`config.mk`:
```
export PLATFORM = sky130hd
export DESIGN_NAME = edge_latch_rom
export DESIGN_NICKNAME = d
export VERILOG_FILES = /design/src/rtl/edge_latch_rom_pkg.sv /design/src/rtl/elr_addr_latch.sv /design/src/rtl/elr_row_decode.sv /design/src/rtl/elr_col_select.sv /design/src/rtl/elr_out_gate.sv /design/src/rtl/edge_latch_rom.sv
export SDC_FILE = /design/constraint.sdc
export NUM_CORES = 1
export LEC_CHECK = 0
export BUFFER_PORTS_ARGS = -buffer_cell sky130_fd_sc_hd__buf_2
export CAP_MARGIN = 15
export CELL_PAD_IN_SITES_DETAIL_PLACEMENT = 0
export CELL_PAD_IN_SITES_GLOBAL_PLACEMENT = 1
export CORE_MARGIN = 8
export CORE_UTILIZATION = 32
export DETAILED_ROUTE_END_ITERATION = 10
export PLACE_DENSITY = 0.86
export SYNTH_ARGS = -nofsm -noshare
export SYNTH_HDL_FRONTEND = slang
export SYNTH_SLANG_ARGS = --single-unit
```
`constraint.sdc`:
```
create_clock -name clk -period 0.98 [get_ports clk]
set_input_delay 0.098 -clock clk [delete_from_list [all_inputs] [get_ports clk]]
set_output_delay 0.098 -clock clk [all_outputs]
set_load 0.01 [all_outputs]
```
`src/rtl/edge_latch_rom_pkg.sv`:
```
package edge_latch_rom_pkg;
  localparam int AW   = 11;
  localparam int DW   = 8;
  localparam int CB   = 4;
  localparam logic [DW-1:0] SEED = 8'h5A;

  // Word content: seed, with address bit i folded onto data bit i mod DW
  function automatic logic [DW-1:0] rom_word(input logic [AW-1:0] a);
    logic [DW-1:0] w;
    w = SEED;
    for (int i = 0; i < AW; i++) w[i % DW] = w[i % DW] ^ a[i];
    return w;
  endfunction
endpackage

```
`src/rtl/elr_addr_latch.sv`:
```
module elr_addr_latch #(
  parameter int AW = edge_latch_rom_pkg::AW
) (
  input  logic          clk,
  input  logic          rst_n,
  input  logic          ce_n,
  input  logic [AW-1:0] addr_in,
  output logic [AW-1:0] addr_q
);
  logic ce_prev;
  logic fall;

  assign fall = ce_prev & ~ce_n;

  always_ff @(posedge clk) begin
    if (!rst_n) begin
      ce_prev <= 1'b1;
      addr_q  <= '0;
    end else begin
      ce_prev <= ce_n;
      if (fall) addr_q <= addr_in;
    end
  end

  // without a high-to-low transition the latched address holds
  a_r3_hold_addr: assert property (@(posedge clk) disable iff (!rst_n)
    !(ce_prev && !ce_n) |=> $stable(addr_q));
  // a transition captures the bus address
  a_r2_capture: assert property (@(posedge clk) disable iff (!rst_n)
    (ce_prev && !ce_n) |=> (addr_q == $past(addr_in)));
endmodule

```
`src/rtl/elr_row_decode.sv`:
```
module elr_row_decode #(
  parameter int AW = edge_latch_rom_pkg::AW,
  parameter int DW = edge_latch_rom_pkg::DW,
  parameter int CB = edge_latch_rom_pkg::CB,
  localparam int RB   = AW - CB,
  localparam int COLS = 1 << CB,
  localparam int RW   = DW * COLS
) (
  input  logic [RB-1:0] row_idx,
  output logic [RW-1:0] row_bits
);
  // Column b*COLS+c of a row holds bit b of word {row, c}
  for (genvar b = 0; b < DW; b++) begin : g_bit
    for (genvar c = 0; c < COLS; c++) begin : g_col
      logic [DW-1:0] w;
      always_comb begin
        w = edge_latch_rom_pkg::rom_word({row_idx, CB'(c)});
        row_bits[b*COLS + c] = w[b];
      end
    end
  end
endmodule

```
`src/rtl/elr_col_select.sv`:
```
module elr_col_select #(
  parameter int DW = edge_latch_rom_pkg::DW,
  parameter int CB = edge_latch_rom_pkg::CB,
  localparam int COLS = 1 << CB,
  localparam int RW   = DW * COLS
) (
  input  logic [RW-1:0] row_bits,
  input  logic [CB-1:0] col,
  output logic [DW-1:0] data
);
  for (genvar b = 0; b < DW; b++) begin : g_out
    logic [COLS-1:0] grp;
    assign grp     = row_bits[b*COLS +: COLS];
    assign data[b] = grp[col];
  end
endmodule

```
`src/rtl/elr_out_gate.sv`:
```
module elr_out_gate #(
  parameter int DW = edge_latch_rom_pkg::DW
) (
  input  logic          clk,
  input  logic          rst_n,
  input  logic          ce_n,
  input  logic          oe_n,
  input  logic          prog_en,
  input  logic [DW-1:0] data_in,
  output logic [DW-1:0] q,
  output logic          q_drive
);
  logic drive_r;

  always_ff @(posedge clk) begin
    if (!rst_n) drive_r <= 1'b0;
    else        drive_r <= ~ce_n & ~oe_n & prog_en;
  end

  assign q_drive = drive_r;
  assign q       = drive_r ? data_in : '0;

  // chip disabled leaves the bus undriven
  a_r4_ce_off: assert property (@(posedge clk) disable iff (!rst_n)
    ce_n |=> !q_drive);
  // output enable high leaves the bus undriven
  a_r5_oe_off: assert property (@(posedge clk) disable iff (!rst_n)
    oe_n |=> !q_drive);
  // program enable low blocks the read
  a_r7_prog_off: assert property (@(posedge clk) disable iff (!rst_n)
    !prog_en |=> !q_drive);
  // all enables active drive the bus
  a_r6_drive_on: assert property (@(posedge clk) disable iff (!rst_n)
    (!ce_n && !oe_n && prog_en) |=> q_drive);
endmodule

```
`src/rtl/edge_latch_rom.sv`:
```
module edge_latch_rom #(
  parameter int AW = edge_latch_rom_pkg::AW,
  parameter int DW = edge_latch_rom_pkg::DW,
  parameter int CB = edge_latch_rom_pkg::CB,
  localparam int RB = AW - CB,
  localparam int RW = DW * (1 << CB)
) (
  input  logic          clk,
  input  logic          rst_n,
  input  logic          ce_n,
  input  logic          oe_n,
  input  logic          prog_en,
  input  logic [AW-1:0] addr,
  output logic [DW-1:0] q,
  output logic          q_drive
);
  logic [AW-1:0] addr_q;
  logic [RW-1:0] row_bits;
  logic [DW-1:0] word;

  elr_addr_latch #(.AW(AW)) u_latch (
    .clk(clk), .rst_n(rst_n), .ce_n(ce_n), .addr_in(addr), .addr_q(addr_q)
  );

  elr_row_decode #(.AW(AW), .DW(DW), .CB(CB)) u_row (
    .row_idx(addr_q[AW-1 -: RB]), .row_bits(row_bits)
  );

  elr_col_select #(.DW(DW), .CB(CB)) u_col (
    .row_bits(row_bits), .col(addr_q[CB-1:0]), .data(word)
  );

  elr_out_gate #(.DW(DW)) u_gate (
    .clk(clk), .rst_n(rst_n), .ce_n(ce_n), .oe_n(oe_n), .prog_en(prog_en),
    .data_in(word), .q(q), .q_drive(q_drive)
  );

  // an undriven bus reads zero
  a_r10_zero_idle: assert property (@(posedge clk) disable iff (!rst_n)
    !q_drive |-> (q == '0));
endmodule

```
==> flow_summary.yaml, run 1 <==
sta:
  timing.slew.headroom_pct: 91.3
  setup_slack_ps: -146
  setup_viol: 8
  worst_slew_pin_slew_ps: 126
  fin_skew_ps: 3.22
  setup_tns_ps: -647
  timing.hold.ws_ps: 52.0
  fmax_mhz: 888
  finalCritPeriodShare_pct: 115
  slew_viol_final: 0
  rsz0062_at_grt: "yes"
  hold_violations: 0
  min_period_ps: 1130
critical_path:
  path_class: "flop to output port"
  worstSetupEndpointType: "output port"
  worstPathMaxFanout: 2
  worstPathArrival_ps: 1030
  start_kind: "flop"
  cpPeakStageDelay_ps: 330
  cp_slowest_cell: "dfxtp_2"
  crit_chain: "xor2_1 > and2_1 > buf_2"
  reg2reg_slack_ps: 50
  cp.required_ps: 880
route:
  drc_errors: 0
  dr.pass1.iters: 2
  met1_length_um: 626
  drtAntennaViolNets: 0
  wl_per_cell_um: 10.7
  wl_met2_um: 577
  num_vias: 530
  wl_met3_um: 93
  maxUsedRoutingLayer: "met4"
  drtIter0Drc: 2
  via_per_inst: 4.31
  wirelength_mm: 1.32
floorplan:
  dieArea_sq_um: 3580
  die_x_um: 59.8
  die_height_um: 59.8
  io-pin-count: 25
  rows: 16
  coreArea_sq_um: 1880
  start_util_pct: 32.6
placement:
  post-dp-hpwl_mm: 1.05
  io_buffers: 24
  gp_congestion: 0.666
clock_network:
  path_clk_slew_ps: 80
  clockBufferDepth: 2
  cts_tree: "done"
  cts_num_sinks: 14
  root_buffer: "clkbuf_4"
  htree_levels: 1
  insertion_delay_ps: 280
  numCtsBuffers: 3
status:
  violations: "setup timing"
  outcome: "complete, but fails checks"
synth:
  syn_area_per_cell_sq_um: 9.45
  syn_nets: 81
  ys_seq_area_share_pct: 45.6
  synth.ff_latch_count: 14
  synthesis.area_sq_um: 614
  yosysWarnings: 0
  synth_cells: 65
  synth_cell_types: 13
global_route:
  grt_usage_pct: 8.07
  grt_max_degree: 11
  grt_pass1_vias: 557
  antenna_found_initial: 0
  grt_pass1_wl_mm: 2.20
  grt_remaining_overflow: 0
finish:
  drive_gt1_share_pct: 43.8
  areaGrowthSynthToFinish_pct: 36.9
  final_cell_mix: "buf_2 (24), nand2_1 (22), mux2i_1 (11)"
  layout_commonest_cell: "buf_2"
  nNetsFinal: 113
  antenna_cells: 0
worst_hold_path:
  hp-class: "input pin to flop"
power_and_ir_drop:
  power.leakage_nw: 0.423
  ir_drop_v: 0.000836
  power_density_nw_per_um2: 1420
run:
  maxCapViolCount: 0
## report_power, final
part	switching [mW]	internal [mW]	total, mW	leakage (nW)
combinational	0.0670	0.0901	0.157	0.284
sequential	0.0201	0.604	0.624	0.118
clock	0.182	0.226	0.409	0.0210
total	0.270	0.921	1.19	0.423
## routing by layer
metal	GRT usage [%]	vias to the layer above
met5	0	-
met4	4.08	0
met3	3.01	3
met2	12.3	19
met1	9.59	241
li1	-	267
## Yosys cell counts
master | number | area [sq um]
mux2i_1 | 11 | 110
nor3b_1 | 1 | 7.51
nor2b_4 | 1 | 13.8
buf_4 | 2 | 15.0
buf_6 | 1 | 11.3
nor2b_1 | 2 | 12.5
nand2_1 | 22 | 82.6
and2_1 | 6 | 37.5
mux2_2 | 1 | 11.3
xor2_1 | 2 | 17.5
xnor2_1 | 1 | 8.76
dfxtp_1 | 14 | 280
nand2b_1 | 1 | 6.26
## area by class of cell
| class | instances | area, sq um |
|---|---|---|
| clock buffer | 4 | 36.3 |
| fill | 212 | 1040 |
| multi-input combinational | 48 | 308 |
| sequential | 14 | 292 |
| tap | 27 | 33.8 |
| timing repair buffer | 30 | 171 |
## per-stage QoR
stage / instances / total power [mW] / worst slack [ps] / utilization [%] / instance area, sq um
floorplan: 65 / 0.727 / 86.7 / - / 614
global placement: 117 / 0.780 / 110 / 41.0 / 772
detailed placement: 117 / 0.787 / 59.7 / 41.0 / 772
CTS: 122 / 1.20 / -135 / 44.1 / 830
global route: 123 / 1.25 / -204 / 44.7 / 841
finish: 123 / 1.19 / -146 / 44.7 / 841
## path summary, 6_finish.rpt
kind	end	startpoint	depth (start not counted)
min	u_latch.addr_q[0]$_SDFFE_PN0P_	addr[0]	3
max	q[0]	u_latch.addr_q[0]$_SDFFE_PN0P_	3
min reg2reg	u_latch.addr_q[7]$_SDFFE_PN0P_	u_latch.addr_q[7]$_SDFFE_PN0P_	2
max reg2reg	u_col.data[3]$_DFF_P_	u_latch.ce_prev$_SDFF_PN1_	2
## kinds of logic after synthesis
group / Yosys count / synth area share (%)
buf+inv: 3 / 4.28
mux: 12 / 19.8
simple gates: 33 / 26.1
xor+xnor: 3 / 4.28
flops: 14 / 45.6
## repair_timing
item                                   CTS  global route
pin swaps                                5             3
hold buffers                             1             0
resized for setup                        8             1
gates cloned                             0             0
buffers inserted                         0             1
endpoints found under the hold margin    1             0
setup endpoints to repair                9            10
## state kept, by name, summed over array words and instances (netlist names)
name and count:
u_latch.ce_prev 1, u_latch.addr_q 11, u_gate.q_drive 1, u_col.data 1
## critical path: cells and delay by family, from the launching register on
kind          cells  cell delay [ps]
xor+xnor          1              140
flops             1              330
simple gates      1              140
buf+inv           1              130
Power figures use the tool's default switching activity.
==> run 2: changes to the inputs <==
--- a/config.mk
+++ b/config.mk
@@ -13,6 +13,7 @@
 export CORE_UTILIZATION = 32
 export DETAILED_ROUTE_END_ITERATION = 10
 export PLACE_DENSITY = 0.86
+export RECOVER_POWER = 100
 export SYNTH_ARGS = -nofsm -noshare
 export SYNTH_HDL_FRONTEND = slang
 export SYNTH_SLANG_ARGS = --single-unit
==> run 2 against run 1 <==
  * The run still ends with setup timing left
  * Cell count did not move
  * Utilization fell by 0.66 points
  * Sequential cell count did not move
  * Critical path type unchanged
  * Clock power fell by 2%
  * Die area did not move
  * Critical path depth did not move
==> flow_summary.yaml, run 2 (synthesis results as in run 1) <==
status:
  outcome: "complete, but fails checks"
  violations: "setup timing"
placement:
  io_buffers: 24
  post-dp-hpwl_mm: 1.05
  placed_area_sq_um: 772
  gp_congestion: 0.666
  pre_cts_ws_ps: 59.7
critical_path:
  r2r_end: "u_latch.addr_q[8]$_SDFFE_PN0P_"
  reg2reg_slack_ps: 0
  path_class: "flop to output port"
  cpPeakStageDelay_ps: 330
  start_kind: "flop"
  worstPathMaxFanout: 2
  worstSetupEndpointType: "output port"
  cp.required_ps: 880
  path_delay_family: "flip-flops"
  r2r-start: "u_latch.ce_prev$_SDFF_PN1_"
  crit_buf_inv: 1
  worstPathArrival_ps: 1020
  worstRegToRegCells: 3
  cp_slowest_cell: "dfxtp_2"
  crit_chain: "xor2_1 > and2_1 > buf_2"
global_route:
  grt_pass1_wl_mm: 2.20
  grt_max_degree: 11
  grt_usage_pct: 8.07
  antenna_found_initial: 0
  grt_pass1_vias: 557
  grt_remaining_overflow: 0
power_and_ir_drop:
  cell_internal_pwr_mw: 0.915
  power_mw: 1.18
  p_seq_share_pct: 53.1
  clockPowerShare_pct: 34.1
  power.leakage_nw: 0.412
  share_comb_of_total_power_pct: 12.8
  p_switching_mw: 0.262
  power_density_nw_per_um2: 1420
  ir_drop_v: 0.000836
  switching_share_pct: 22.3
sta:
  worst_slew_pin_slew_ps: 126
  min_period_ps: 1120
  finalCritPeriodShare_pct: 114
  fin_skew_ps: 4.01
  timing.slew.headroom_pct: 91.4
  hold_violations: 0
  setup_viol: 8
  setup_slack_ps: -140
  timing.hold.ws_ps: 56.3
  rsz0062_at_grt: "yes"
  fmax_mhz: 893
  slew_viol_final: 0
run:
  maxCapViolCount: 0
clock_network:
  htree_levels: 1
  cts_num_sinks: 14
  root_buffer: "clkbuf_4"
  numCtsBuffers: 3
  cts_tree: "done"
  insertion_delay_ps: 270
  path_clk_slew_ps: 80
  clockBufferDepth: 2
floorplan:
  io-pin-count: 25
  die_x_um: 59.8
  rows: 16
  coreArea_sq_um: 1880
  start_util_pct: 32.6
  die_height_um: 59.8
  dieArea_sq_um: 3580
route:
  wirelength_mm: 1.33
  num_vias: 526
  wl_per_cell_um: 10.8
  drtIter0Drc: 4
  drc_errors: 0
  drtAntennaViolNets: 0
  dr.pass1.iters: 2
  via_per_inst: 4.28
finish:
  layout_commonest_cell: "buf_2"
  drive_gt1_share_pct: 42.7
  final_area_sq_um: 828
  antenna_cells: 0
  ff_latch_area_sq_um: 292
  n_fill_cell: 217
  largest_register_ffs: 11
  multi_input_area_sq_um: 303
  final_cell_mix: "buf_2 (23), nand2_1 (22), mux2i_1 (11)"
  top_register: "u_latch.addr_q"
  nNetsFinal: 113
  areaGrowthSynthToFinish_pct: 34.8
  finish.utilization_pct: 44.0
worst_hold_path:
  holdPathStages: 3
  hold_path_end: "u_latch.addr_q[0]$_SDFFE_PN0P_"
  min_from: "addr[0]"
  hp-class: "input pin to flop"
-- run 2: power groups by stage --
stage               combinational (mW)  clock [mW]  sequential (mW)
CTS                              0.154       0.420            0.625
finish                           0.150       0.401            0.625
floorplan                       0.0965           0            0.631
global placement                 0.146           0            0.634
detailed placement               0.150           0            0.637
global route                     0.171       0.439            0.629
-- run 2: per-layer routing --
layer,vias to the layer above,global-route usage (%),routed length (um)
met2,16,12.3,595
met5,-,0,0
li1,269,-,-
met1,241,9.59,643
met4,0,4.08,0
met3,0,3.01,89
-- run 2: final cells by class --
class | count | share of cell area [%]
Multi-Input combinational cell | 48 | 36.6
Sequential cell | 14 | 35.2
Timing Repair Buffer | 30 | 19.8
Clock buffer | 4 | 4.38
Tap cell | 27 | 4.08
-- run 2: timing repair --
item,4_1_cts,5_1_grt
hold buffers,1,0
buffers inserted,0,1
resized for setup,8,1
endpoints found under the setup margin,9,10
pin swaps,5,3
endpoints found under the hold margin,1,0
-- run 2: how the worst max path moves through the flow --
stage / startpoint / endpoint / slack [ps] / cells past startpoint
floorplan: u_latch.ce_prev$_SDFF_PN1_ / u_col.data[3]$_DFF_P_ / 90 / 2
global placement: u_latch.ce_prev$_SDFF_PN1_ / u_col.data[3]$_DFF_P_ / 110 / 2
detailed placement: u_latch.ce_prev$_SDFF_PN1_ / u_latch.addr_q[1]$_SDFFE_PN0P_ / 60 / 3
CTS: u_latch.addr_q[8]$_SDFFE_PN0P_ / q[0] / -130 / 3
global route: u_latch.addr_q[0]$_SDFFE_PN0P_ / q[0] / -200 / 3
finish: u_latch.addr_q[0]$_SDFFE_PN0P_ / q[0] / -140 / 3
-- run 2: worst register-to-register path: stages, from the launching register on --
cell and delay [ps]:
dfxtp_1 320, nor2b_2 180, buf_2 220, mux2i_1 190
-- run 2: metrics by stage --
step / cells / setup TNS, ps
2_1_floorplan: 65 / 0
3_3_place_gp: 117 / 0
3_5_place_dp: 117 / 0
4_1_cts: 122 / -762
5_1_grt: 123 / -1530
6_report: 123 / -600
